`src/rtl/twoq_pkg.sv`:
```
package twoq_pkg;
  localparam int NUM_Q = 2;
  typedef logic qid_t;
endpackage

```
`src/rtl/twoq_store.sv`:
```
module twoq_store #(
  parameter int DATA_W = 8,
  parameter int DEPTH  = 16,
  localparam int AW    = $clog2(DEPTH)
) (
  input  logic              clk,
  input  logic              we,
  input  logic [AW-1:0]     waddr,
  input  logic [DATA_W-1:0] wdata,
  input  logic [AW-1:0]     raddr,
  output logic [DATA_W-1:0] rdata
);
  logic [DATA_W-1:0] cells [DEPTH];

  // storage array: no reset, write under clock enable
  always_ff @(posedge clk) begin
    if (we) begin
      cells[waddr] <= wdata;
    end
  end

  assign rdata = cells[raddr];
endmodule

```
`src/rtl/twoq_mbox.sv`:
```
module twoq_mbox #(
  parameter int DATA_W = 8
) (
  input  logic              clk,
  input  logic              rst_n,
  input  logic              mb_en,
  input  logic [DATA_W-1:0] din,
  output logic              stage_vld,
  output logic [DATA_W-1:0] stage_dat
);
  logic              vld_d;
  logic [DATA_W-1:0] dat_d;

  always_comb begin
    vld_d = mb_en;
    dat_d = stage_dat;
    if (mb_en) begin
      dat_d = din;
    end
  end

  always_ff @(posedge clk or negedge rst_n) begin
    if (!rst_n) begin
      stage_vld <= 1'b0;
      stage_dat <= '0;
    end else begin
      stage_vld <= vld_d;
      stage_dat <= dat_d;
    end
  end
endmodule

```
`src/rtl/twoq_queue_ctl.sv`:
```
module twoq_queue_ctl #(
  parameter int PW = 5
) (
  input  logic          clk,
  input  logic          rst_n,
  input  logic [PW-1:0] cap,
  input  logic          wr_go,
  input  logic          rd_go,
  input  logic          mark_go,
  input  logic          rewind_go,
  output logic [PW-1:0] wptr_o,
  output logic [PW-1:0] rptr_o,
  output logic          full_o,
  output logic          empty_o
);
  logic [PW-1:0] wptr_q, wptr_d;
  logic [PW-1:0] rptr_q, rptr_d;
  logic [PW-1:0] mark_q, mark_d;
  logic          mact_q, mact_d;
  logic [PW-1:0] base;
  logic [PW-1:0] fill;

  // fill is measured from the replay point once one exists
  always_comb begin
    base    = mact_q ? mark_q : rptr_q;
    fill    = wptr_q - base;
    full_o  = (fill == cap);
    empty_o = (wptr_q == rptr_q);
  end

  always_comb begin
    wptr_d = wptr_q;
    rptr_d = rptr_q;
    mark_d = mark_q;
    mact_d = mact_q;
    if (wr_go) begin
      wptr_d = wptr_q + PW'(1);
    end
    if (rewind_go) begin
      rptr_d = mark_q;
    end else if (rd_go) begin
      rptr_d = rptr_q + PW'(1);
      if (mark_go) begin
        mark_d = rptr_q;
        mact_d = 1'b1;
      end
    end
  end

  always_ff @(posedge clk or negedge rst_n) begin
    if (!rst_n) begin
      wptr_q <= '0;
      rptr_q <= '0;
      mark_q <= '0;
      mact_q <= 1'b0;
    end else begin
      wptr_q <= wptr_d;
      rptr_q <= rptr_d;
      mark_q <= mark_d;
      mact_q <= mact_d;
    end
  end

  assign wptr_o = wptr_q;
  assign rptr_o = rptr_q;

  AST_NO_OVERFLOW: assert property (@(posedge clk) disable iff (!rst_n)
    wr_go |-> !full_o) else $error("write into full queue");
  AST_NO_UNDERFLOW: assert property (@(posedge clk) disable iff (!rst_n)
    rd_go |-> !empty_o) else $error("read from empty queue");
  AST_REWIND_LOAD: assert property (@(posedge clk) disable iff (!rst_n)
    rewind_go |=> (rptr_q == $past(mark_q))) else $error("rewind target wrong");
  AST_FILL_BOUND: assert property (@(posedge clk) disable iff (!rst_n)
    fill <= cap) else $error("replay window exceeds capacity");
endmodule

```
`src/rtl/twoq_fifo.sv`:
```
module twoq_fifo
  import twoq_pkg::*;
#(
  parameter int DATA_W = 8,
  parameter int DEPTH  = 16
) (
  input  logic              clk,
  input  logic              rst_n,
  input  logic              mode_two_q,
  input  logic              wr_en,
  input  logic              wr_qsel,
  input  logic [DATA_W-1:0] wr_data,
  input  logic              rd_en,
  input  logic              rd_oe_n,
  input  logic              rd_qsel,
  input  logic              rd_mark,
  input  logic              rd_rewind,
  input  logic              mbox_en,
  output logic              full_n,
  output logic              empty_n,
  output logic [DATA_W-1:0] rd_data,
  output logic              rd_bus_en,
  output logic [1:0]        dval_n
);
  localparam int AW = $clog2(DEPTH);
  localparam int PW = AW + 1;
  localparam logic [PW-1:0] CAP_ONE = PW'(DEPTH);
  localparam logic [PW-1:0] CAP_TWO = PW'(DEPTH / 2);

  logic [PW-1:0] wptr_a [NUM_Q];
  logic [PW-1:0] rptr_a [NUM_Q];
  logic [NUM_Q-1:0] full_a, empty_a, hit_w, hit_r;
  logic [PW-1:0] cap;
  qid_t eff_wq, eff_rq;
  logic wsel_ok, rsel_ok, mb_busy, rd_kick;
  logic wr_acc, rd_acc, rewind_req;
  logic mb_vld;
  logic [DATA_W-1:0] mb_dat, mem_rd;
  logic [AW-1:0] waddr, raddr;
  logic [DATA_W-1:0] data_q, data_d;
  logic [1:0] dval_q, dval_d;
  logic bus_q, bus_d;

  function automatic logic [AW-1:0] phys(input logic two, input qid_t q,
                                         input logic [AW-1:0] p);
    if (two) phys = {q, p[AW-2:0]};
    else     phys = p;
  endfunction

  // queue selection and access qualification
  always_comb begin
    cap        = mode_two_q ? CAP_TWO : CAP_ONE;
    eff_wq     = mode_two_q & wr_qsel;
    eff_rq     = mode_two_q & rd_qsel;
    wsel_ok    = mode_two_q | ~wr_qsel;
    rsel_ok    = mode_two_q | ~rd_qsel;
    mb_busy    = mbox_en | mb_vld;
    rd_kick    = rsel_ok & ~mb_busy;
    wr_acc     = wr_en & wsel_ok & ~mbox_en & ~full_a[eff_wq];
    rewind_req = rd_kick & rd_rewind;
    rd_acc     = rd_kick & rd_en & ~rd_rewind & ~empty_a[eff_rq];
    full_n     = ~full_a[eff_wq];
    empty_n    = ~empty_a[eff_rq];
    waddr      = phys(mode_two_q, eff_wq, wptr_a[eff_wq][AW-1:0]);
    raddr      = phys(mode_two_q, eff_rq, rptr_a[eff_rq][AW-1:0]);
  end

  for (genvar g = 0; g < NUM_Q; g++) begin : g_q
    assign hit_w[g] = (eff_wq == 1'(g));
    assign hit_r[g] = (eff_rq == 1'(g));
    twoq_queue_ctl #(.PW(PW)) u_ctl (
      .clk       (clk),
      .rst_n     (rst_n),
      .cap       (cap),
      .wr_go     (wr_acc & hit_w[g]),
      .rd_go     (rd_acc & hit_r[g]),
      .mark_go   (rd_acc & rd_mark & hit_r[g]),
      .rewind_go (rewind_req & hit_r[g]),
      .wptr_o    (wptr_a[g]),
      .rptr_o    (rptr_a[g]),
      .full_o    (full_a[g]),
      .empty_o   (empty_a[g])
    );
  end

  twoq_store #(.DATA_W(DATA_W), .DEPTH(DEPTH)) u_store (
    .clk   (clk),
    .we    (wr_acc),
    .waddr (waddr),
    .wdata (wr_data),
    .raddr (raddr),
    .rdata (mem_rd)
  );

  twoq_mbox #(.DATA_W(DATA_W)) u_mbox (
    .clk       (clk),
    .rst_n     (rst_n),
    .mb_en     (mbox_en),
    .din       (wr_data),
    .stage_vld (mb_vld),
    .stage_dat (mb_dat)
  );

  // output register next state
  always_comb begin
    data_d = data_q;
    dval_d = 2'b11;
    bus_d  = bus_q;
    if (mb_vld) begin
      data_d = mb_dat;
      bus_d  = 1'b1;
    end else if (rd_acc) begin
      if (!rd_oe_n) begin
        data_d         = mem_rd;
        dval_d[eff_rq] = 1'b0;
        bus_d          = 1'b1;
      end else begin
        bus_d = 1'b0;
      end
    end
  end

  always_ff @(posedge clk or negedge rst_n) begin
    if (!rst_n) begin
      data_q <= '0;
      dval_q <= 2'b11;
      bus_q  <= 1'b0;
    end else begin
      data_q <= data_d;
      dval_q <= dval_d;
      bus_q  <= bus_d;
    end
  end

  assign rd_data   = data_q;
  assign dval_n    = dval_q;
  assign rd_bus_en = bus_q;

  AST_DVAL_ONEHOT: assert property (@(posedge clk) disable iff (!rst_n)
    $onehot0(~dval_n)) else $error("two data-valid bits low");
  AST_DVAL_FOLLOWS: assert property (@(posedge clk) disable iff (!rst_n)
    (rd_acc && !rd_oe_n) |=> (dval_n != 2'b11 && rd_bus_en)) else $error("read without valid");
  AST_SKIP_QUIET: assert property (@(posedge clk) disable iff (!rst_n)
    (rd_acc && rd_oe_n) |=> (dval_n == 2'b11 && !rd_bus_en)) else $error("skip drove bus");
  AST_MBOX_QUIET: assert property (@(posedge clk) disable iff (!rst_n)
    mbox_en |=> (dval_n == 2'b11)) else $error("valid during mailbox");
endmodule

```
`config.mk`:
```
export PLATFORM = sky130hd
export DESIGN_NAME = twoq_fifo
export DESIGN_NICKNAME = d
export VERILOG_FILES = /design/src/rtl/twoq_pkg.sv /design/src/rtl/twoq_store.sv /design/src/rtl/twoq_mbox.sv /design/src/rtl/twoq_queue_ctl.sv /design/src/rtl/twoq_fifo.sv
export SDC_FILE = /design/constraint.sdc
export NUM_CORES = 1
export LEC_CHECK = 0
export BUFFER_PORTS_ARGS = -buffer_cell sky130_fd_sc_hd__buf_4
export CAP_MARGIN = 10
export CORE_UTILIZATION = 34
export DETAILED_ROUTE_END_ITERATION = 12
export SLEW_MARGIN = 5
export SYNTH_ARGS = -nofsm -noshare
export SYNTH_HDL_FRONTEND = slang
export SYNTH_SLANG_ARGS = --single-unit
export TNS_END_PERCENT = 30
```
`constraint.sdc`:
```
create_clock -name clk -period 8 [get_ports clk]
set_input_delay 0.4 -clock clk [delete_from_list [all_inputs] [get_ports clk]]
set_output_delay 0.4 -clock clk [all_outputs]
set_load 0.005 [all_outputs]
```
# Yosys cells after proc, flatten, opt, wreduce, memory -nomap -nowiden
# Memories as Yosys holds them, arrays and structs flattened.
# Cells that the tools add are included.
dict set report word_totals {
  output_inout_bits 13
  reg_bits 52
  mem_bits_rw 128
  latchBits 0
  mem_count 1
  mem_bits_ro 0
}
# name depth word_bits read_ports rd_clocked_by_memory_dff write_ports line_no
set mem_list {}
lappend mem_list {u_store.cells 16 8 1 0 1 twoq_store.sv:13} ;# logic [DATA_W-1:0] cells [DEPTH];
dict set report classes {
  addsub 6
  n_bitwise 36
  reduce_logical 7
  n_mux 32
  n_div 0
  n_mul 0
  shifts 0
  n_lt_le_gt_ge 5
  n_eq_ne 5
}
# cell count
set ops {}
lappend ops {{two-way mux 5 bit} 7}
lappend ops {{two-way mux 4 bit} 8}
lappend ops {{two-way mux 8 bit} 3}
lappend ops {{adder 5 x 1 -> 5 bit (second input constant)} 4}
lappend ops {{== test 5 bit} 4}
lappend ops {{AND 1 bit} 19}
lappend ops {{NOT 1 bit} 11}
lappend ops {{two-way mux 1 bit} 10}
lappend ops {{subtractor 5 bit} 2}
lappend ops {{two-way mux 2 bit} 3}
lappend ops {{AND reduction 3 bit} 2}
lappend ops {{nonzero test 2 bit} 3}
lappend ops {{>= comparator 2 bit (second input constant)} 2}
lappend ops {{less-than comparator 1 x 2 -> 1 bit (second input constant)} 2}
lappend ops {{NOT 1 -> 2 bit} 2}
lappend ops {{bitwise OR 1 bit} 3}
lappend ops {{inequality test 2 x 1 -> 1 bit (second input constant)} 1}
lappend ops {{NOT 2 bit} 1}
lappend ops {{AND reduction 2 bit} 1}
lappend ops {{demux 1 bit (select 1 bit)} 1}
lappend ops {{>= comparator 1 bit (second input constant)} 1}
lappend ops {{logical AND 1 bit} 1}

# Logic depth before layout (Yosys ltp)
# Gate-level depths: netlist of the first run.
# An unclocked memory read counts as a cell.
dict set report logic_depth {
  depth_word 10
  ltp_mapped 12
  depth_no_buf 10
}

# Cells and area by module
# Synthesis of the first run repeated with hierarchy kept, for this count alone.
dict set report hier_totals {
  hier_cells 520
  area_unflattened_um2 8257.9
}
# module area_per_inst_um2 cells_per_inst instances seq_area_each_um2
set by_module_without_submodules {}
lappend by_module_without_submodules {twoq_store 4987.3 221 1 3843.7}
lappend by_module_without_submodules {twoq_queue_ctl 994.7 91 2 400.4}
lappend by_module_without_submodules {twoq_fifo 924.6 99 1 277.8}
lappend by_module_without_submodules {twoq_mbox 356.6 18 1 225.2}

# Least setup slack after synthesis of the first run
# Ideal clock, no wire load.
dict set report synth_path {
  path_kind {register -> register}
  startpoint {register g_q[0].u_ctl.mact_q}
  endpoint {memory u_store.cells[10][0] (enable)}
  setup_slack_ns 4.728
  path_stages_with_launch 13
  arrival_ns 2.902
  required_time_ns 7.630
  cell_sequence {dfrtp_1 > buf_4 > mux2_2 > ha_1 > fa_1 > nand2b_1 > a21oi_1 > xnor2_1 > mux2i_4 > a31oi_1 > o32ai_2 > buf_6 > nor2_1}
}
dict set report synth_between {
  elab_chain_len 9
}
# item line_no
set synth_lines {}
lappend synth_lines {{start, declared} twoq_queue_ctl.sv:19} ;# logic mact_q, mact_d;
lappend synth_lines {{start signal, assigned} twoq_queue_ctl.sv:60} ;# mact_q <= mact_d;
lappend synth_lines {{two-way mux 5 bit} twoq_queue_ctl.sv:25} ;# base = mact_q ? mark_q : rptr_q;
lappend synth_lines {{subtractor 5 bit} twoq_queue_ctl.sv:26} ;# fill = wptr_q - base;
lappend synth_lines {{== test 5 bit} twoq_queue_ctl.sv:27} ;# full_o = (fill == cap);
lappend synth_lines {{two-way mux 1 bit (implied by the code) (2 in series)} twoq_fifo.sv:59} ;# wr_acc = wr_en & wsel_ok & ~mbox_en & ~full_a[eff_wq];
lappend synth_lines {{NOT 1 bit} twoq_fifo.sv:59}
lappend synth_lines {{AND 1 bit} twoq_fifo.sv:59}
lappend synth_lines {{two-way mux 1 bit} twoq_store.sv:17} ;# if (we) begin
lappend synth_lines {{two-way mux 1 bit (implied by the code)} twoq_store.sv:18} ;# cells[waddr] <= wdata;
lappend synth_lines {{end, declared} twoq_store.sv:13}
# Every way passes these cells. The select of a mux whose other input is x is not followed.

# Final worst setup path of the first run
dict set report layout_path {
  startpoint {register g_q[0].u_ctl.mact_q}
  endpoint {memory u_store.cells[13][3] (enable)}
}
# Same word-level chain as after synthesis.

==> flow_summary.toml, run 1 <==
[run_status]
status = "complete, but fails checks"
violations = "negative hold slack"

[layout]
nFillCells = 2274
syn2layout_area_growth_pct = 12.8
drive_gt1_share_pct = 17.4
diodes = 0
fin_nets = 705
post-route-util_pct = 39.5

[synthesis]
ys_seq_area_share_pct = 62.1
yosysMostFrequentCell = "edfxtp_1"
netlist_top_cells_count = "128 x edfxtp_1, 107 x nand2_1, 56 x nand3_1, 50 x dfrtp_1, 36 x mux2i_1"
yosys_register_bits = 180
synthFlopType = "edfxtp_1"
synth-edff-count = 128
synth_area_leaders = "edfxtp_1 46%, dfrtp_1 15%, nand2_1 4.8%"
yosysWarnings = 0
yosys.area.top_type = "edfxtp_1"
syn_avg_cell_area_um2 = 12.8
ys_types = 59
async_reset_ff_share_pct = 28.9
yosys.area.top_type_share_pct = 46.4
synthCells = 650
syn_nets = 683
synth_area_um2 = 8290

[route]
drt_iter0_markers = 417
vias = 5264
wl_per_cell_um = 19.9
drt-vias-per-instance = 5.24
dr.pass1.iters = 5
wirelength_um = 20000
antenna_left = 0
drc = 0

[critical_path]
start_kind = "register"
end_kind = "register"
critical_path.max_stage_delay_ns = 0.61
crit_arrival_ns = 3.76
crit_fanout = 16
critPathSlowestCell = "nor2_1"
path_class = "register to register"
path_cells = "mux2_2 > ha_1 > fa_1 > nand2b_1 > a21oi_1 > xnor2_1 > mux2i_4 > a31oi_1 > o32ai_2 > buf_4 > nor2_1"
required_ns = 8.08

[global_route]
antenna_found_initial = 0
gr-usage-met2_pct = 26.7
track_usage_pct = 16.9
top_usage_layer = "met2"
grt-ovfl-total = 0
grt_pass1_wl_um = 30800
grt_max_degree = 63
first_global_vias = 5182
use_met3_pct = 2.76
grt_use_met1_pct = 23.0

[worst_hold_path]
hold_path.class = "input pin to asynchronous set/reset pin"

[placed_design]
port_buffers = 31
gp_congestion = 0.866
post-dp-hpwl_um = 13300

[clock_tree]
cts_sinks = 180
root_buffer = "clkbuf_16"
tritoncts = "built"
clk_latency_ns = 0.45
numCtsBuffers = 17
cts_max_path_buffers = 2
ctsResizeCount = 0
cts_setup_buffers = 0
clk_pin_slew_worst_paths_ns = 0.08
h-tree-depth = 4
hold_buffers = 0

[timing]
hold_viol = 9
hold_ws_ns = -0.00773
rsz0062_at_grt = "false"
setup_viol = 0
tightest_slew_ns = 0.859
layout_min_cycle_time_ns = 3.68
max_freq_mhz = 272
finalCritPeriodShare_pct = 46.0
relSlewSlack_pct = 42.7
drv_slew = 0
finClkSkew_ns = 0.0149
setup_tns_ns = 0

[flow_run]
maxCapViolations = 0

[floorplanning]
io_pins = 32
die_area_um2 = 25000
rows = 56
initial_core_util_pct = 35.0
core-area_um2 = 23700
die_h_um = 158
die_w_um = 158

[power_and_ir_drop]
powerDensity_nw_per_um2 = 294
power.static_leakage_nw = 3.50
ir_drop_mv = 0.159
[cells by family after synthesis]
family | after synthesis | share of synthesized area, %
AO/OA/AOI/OAI | 68 | 6.34
XOR/XNOR | 30 | 3.17
adder cells (fa/ha/maj) | 14 | 2.29
buffers and inverters | 42 | 2.72
flip-flops | 180 | 62.1
multiplexers | 69 | 9.17
AND/OR/NAND/NOR | 247 | 14.2
[cell usage in the layout, fill, tap and decap left out, types with 7 or more instances in the layout]
| cell type | netlist | layout |
|---|---|---|
| xnor2_1 | 17 | 17 |
| o21ai_0 | 18 | 18 |
| a21oi_1 | 8 | 7 |
| inv_1 | 9 | 9 |
| nand3_1 | 56 | 56 |
| xor2_1 | 13 | 13 |
| ha_1 | 12 | 12 |
| edfxtp_1 | 128 | 128 |
| mux2i_1 | 36 | 36 |
| nor2_1 | 31 | 31 |
| dfrtp_1 | 50 | 50 |
| mux2_2 | 29 | 29 |
| buf_4 | 7 | 34 |
| a222oi_1 | 7 | 7 |
| nand4_1 | 11 | 11 |
| clkbuf_16 | 0 | 17 |
| nand2_1 | 107 | 107 |
| a32oi_1 | 9 | 9 |
[area by class of cell]
class                   instances  area [µm²]  share of cell area, %
well taps                     319         399                   4.27
flip-flops and latches        180        5150                   55.0
repair buffers                 35         267                   2.85
inverters                      10        37.5                  0.401
clock inverters                13         141                   1.51
clock buffers                  19         433                   4.63
multi-input cells             428        2930                   31.3
[flip-flops by register name, indices dropped and copies added (netlist names)]
signal / flops
u_mbox.stage_vld: 1
g_q.u_ctl.mact_q: 2
rd_bus_en: 1
rd_data: 8
g_q.u_ctl.mark_q: 10
g_q.u_ctl.rptr_o: 10
u_mbox.stage_dat: 8
u_store.cells: 128
g_q.u_ctl.wptr_o: 10
dval_n: 2
[power by group]
| group | internal, W | switching (W) | total, W |
|---|---|---|---|
| sequential | 0.00108 | 0.000109 | 0.00119 |
| combinational | 0.000305 | 0.000444 | 0.000749 |
| clock | 0.000416 | 0.000396 | 0.000811 |
| total | 0.00180 | 0.000948 | 0.00275 |
[worst max-delay path, delay by kind of cell, from the launching register on]
family / cells / cell delay, ns
flops: 1 / 0.48
buf+inv: 1 / 0.22
compound gates: 3 / 0.48
fa+ha+maj: 2 / 0.65
simple gates: 2 / 0.77
mux: 2 / 0.53
xor+xnor: 1 / 0.18
[metal layers]
metal  vias up  wire length (µm)
met4         0               482
li1       2422                 -
met3        32              1060
met2       175              9210
met1      2635              9220
met5         -                 0
[stage by stage]
step / std cells / hold slack (ns) / setup slack, ns / power (W) / area (µm²)
global placement: 971 / 0.461 / 4.42 / 0.00194 / 8770
detailed placement: 971 / 0.472 / 4.33 / 0.00195 / 8770
CTS: 1003 / 0.0290 / 4.32 / 0.00275 / 9340
global route: 1004 / 0.0680 / 4.07 / 0.00288 / 9360
finish: 1004 / -0.00773 / 4.32 / 0.00275 / 9360
floorplan: 650 / 0.104 / 4.73 / 0.00173 / 8290
[worst paths after layout]
kind | start | end | slack [ns] | depth (start not counted)
setup / recovery | g_q[0].u_ctl.mact_q | u_store.cells[13][3] | 4.32 | 11
hold / removal | rst_n | g_q[0].u_ctl.wptr_o[1] | -0.008 | 1
setup reg to reg | g_q[0].u_ctl.mact_q | u_store.cells[13][3] | 4.32 | 11
hold reg to reg | rd_bus_en | rd_bus_en | 0.48 | 1
max in group asynchronous | rst_n | u_mbox.stage_dat[7] | 7.53 | 1
min in group clk | rd_oe_n | dval_n[1] | 0.19 | 3
No activity file was read; power rests on OpenSTA's default activity.
==> inputs of run 2 (changes only) <==
clock period = 3.8 ns   (was 8 ns; I/O delays follow)
==> run 2 against run 1 <==
Non-clock buffer count increased by 31. Combinational power is 130% higher. Clock-buffer cell count fell by 2. Design area increased by 3.0%. Largest power group unchanged. Global-route usage up 0.24 points. Cell count increased by 3.1%. Setup slack lost 3.9 ns. Die area unchanged. The run now ends clean.
==> flow_summary.toml, run 2 (same netlist as run 1, synthesis figures left out) <==
[timing]
layout_min_cycle_time_ns = 3.38
max_freq_mhz = 296
rsz0062_at_grt = "false"
drv_slew = 0
relSlewSlack_pct = 37.9
tightest_slew_ns = 0.924
setup_viol = 0
finClkSkew_ns = 0.0135
hold_viol = 0
setup_tns_ns = 0
finalCritPeriodShare_pct = 88.9

[global_route]
grt_max_degree = 63
grt_pass1_wl_um = 30900
grt-ovfl-total = 0
antenna_found_initial = 0
track_usage_pct = 17.1
first_global_vias = 5212

[route]
drc = 0
wl_per_cell_um = 19.7
drt-vias-per-instance = 5.19
antenna_left = 0
wirelength_um = 20400
drt_iter0_markers = 493
dr.pass1.iters = 6
vias = 5373

[layout]
layout_common_cells = "128 x edfxtp_1, 107 x nand2_1, 62 x buf_4"
drive_gt1_share_pct = 20.8
syn2layout_area_growth_pct = 16.3
largest_reg_flops = 128
regMostFlops = "u_store.cells"
fin_nets = 736
diodes = 0
mostFrequentLayoutCell = "edfxtp_1"

[power_and_ir_drop]
ir_drop_mv = 0.354
power.static_leakage_nw = 3.69
power_w = 0.00595
power.share.combinational_pct = 29.6
internal_power_w = 0.00393
power_frac_clock_pct = 30.0
sequentialPowerShare_pct = 40.4
powerDensity_nw_per_um2 = 617
swShare_pct = 33.9
net-switching-power_w = 0.00201

[floorplanning]
rows = 56
io_pins = 32
die_h_um = 158
initial_core_util_pct = 35.0
die_w_um = 158
core-area_um2 = 23700
die_area_um2 = 25000

[critical_path]
r2r_start = "g_q[0].u_ctl.mact_q"
r2r-end = "u_store.cells[9][5]"
required_ns = 3.99
end_kind = "register"
path_class = "register to register"
start_kind = "register"
crit_arrival_ns = 3.57
critPathSlowestCell = "o32ai_2"
r2r_slack_ns = 0.42
critPathTopFamily = "compound AO/OA/AOI/OAI gates"
path_cells = "mux2_2 > ha_1 > fa_1 > nand2b_1 > a21oi_1 > xnor2_1 > mux2i_4 > o32ai_2 > buf_4 > nor2_1 > buf_4"
critical_path.max_stage_delay_ns = 0.60
crit_fanout = 9
path_common_cell = "buf_4"
r2r_cells = 11
critPathBufInv = 2

[worst_hold_path]
worstHoldStart = "rd_rewind"
min_to = "g_q[1].u_ctl.rptr_o[0]"
hold_depth = 4
hold_path.class = "input pin to register"

[clock_tree]
ctsResizeCount = 0
h-tree-depth = 4
clk_latency_ns = 0.44
tritoncts = "built"
numCtsBuffers = 17
cts_sinks = 180
clk_pin_slew_worst_paths_ns = 0.07
cts_max_path_buffers = 2
cts_setup_buffers = 0
root_buffer = "clkbuf_16"

[placed_design]
port_buffers = 31
post-dp-hpwl_um = 13900
gp_congestion = 0.848

[flow_run]
maxCapViolations = 0

[run_status]
status = "complete, no violations"
[run 2: cell types whose count changed in the layout (fill, tap and decap cells not counted), sizes merged]
| cell | delta |
|---|---|
| bufinv | +1 |
| buf | +28 |
| dlygate4sd3 | +3 |
| clkbuf | -2 |
| clkinvlp | -1 |
| clkinv | +2 |
[run 2: through the flow]
step,setup slack (ns),utilization (%),instances,area (µm²),hold WS [ns]
5_1_grt,0.180,40.7,1035,9640,0.123
3_3_place_gp,0.484,38.0,1000,9000,0.285
3_5_place_dp,0.434,38.0,1000,9000,0.291
2_1_floorplan,0.528,-,650,8290,-0.106
6_report,0.420,40.7,1035,9640,0.103
4_1_cts,0.422,40.7,1035,9640,0.0852
[run 2: per-layer routing]
metal | global-route usage, % | vias to the layer above | share of wire, %
li1 | - | 2508 | -
met1 | 23.3 | 2650 | 46
met2 | 26.4 | 190 | 46
met3 | 4.02 | 25 | 6.3
met4 | 6.41 | 0 | 2.0
met5 | 0 | - | 0
[run 2: what timing repair did]
item,4_1_cts,5_1_grt
endpoints found under the setup margin,0,0
hold buffers,3,0
endpoints found under the hold margin,53,0
[run 2: layout make-up]
class,count,area (µm²)
clock inverters,15,184
repair buffers,66,515
flip-flops and latches,180,5150
well taps,319,399
inverters,10,37.5
clock buffers,17,425
fillers,2263,14000
multi-input cells,428,2930
[run 2: worst max-delay path by stage]
stage | cells past startpoint | startpoint | to | slack (ns)
2_1_floorplan | 12 | g_q[0].u_ctl.mact_q | u_store.cells[10][0] | 0.53
3_3_place_gp | 11 | g_q[1].u_ctl.mact_q | u_store.cells[1][7] | 0.48
3_5_place_dp | 11 | g_q[1].u_ctl.mact_q | u_store.cells[9][3] | 0.43
4_1_cts | 11 | g_q[0].u_ctl.mact_q | u_store.cells[9][5] | 0.42
5_1_grt | 11 | g_q[1].u_ctl.mact_q | u_store.cells[9][0] | 0.18
6_report | 11 | g_q[0].u_ctl.mact_q | u_store.cells[9][5] | 0.42
[run 2: power groups by stage]
stage	combinational [W]	sequential [W]	clock, W
4_1_cts	0.00176	0.00240	0.00181
2_1_floorplan	0.00124	0.00242	0
3_5_place_dp	0.00175	0.00245	0
6_report	0.00176	0.00241	0.00178
5_1_grt	0.00194	0.00243	0.00188
3_3_place_gp	0.00174	0.00244	0
[run 2: worst min-delay path, delay by kind of cell]
kind                   cells  cell delay (ns)
AO/OA/AOI/OAI              1             0.06
buffers and inverters      1             0.09
AND/OR/NAND/NOR            2             0.15
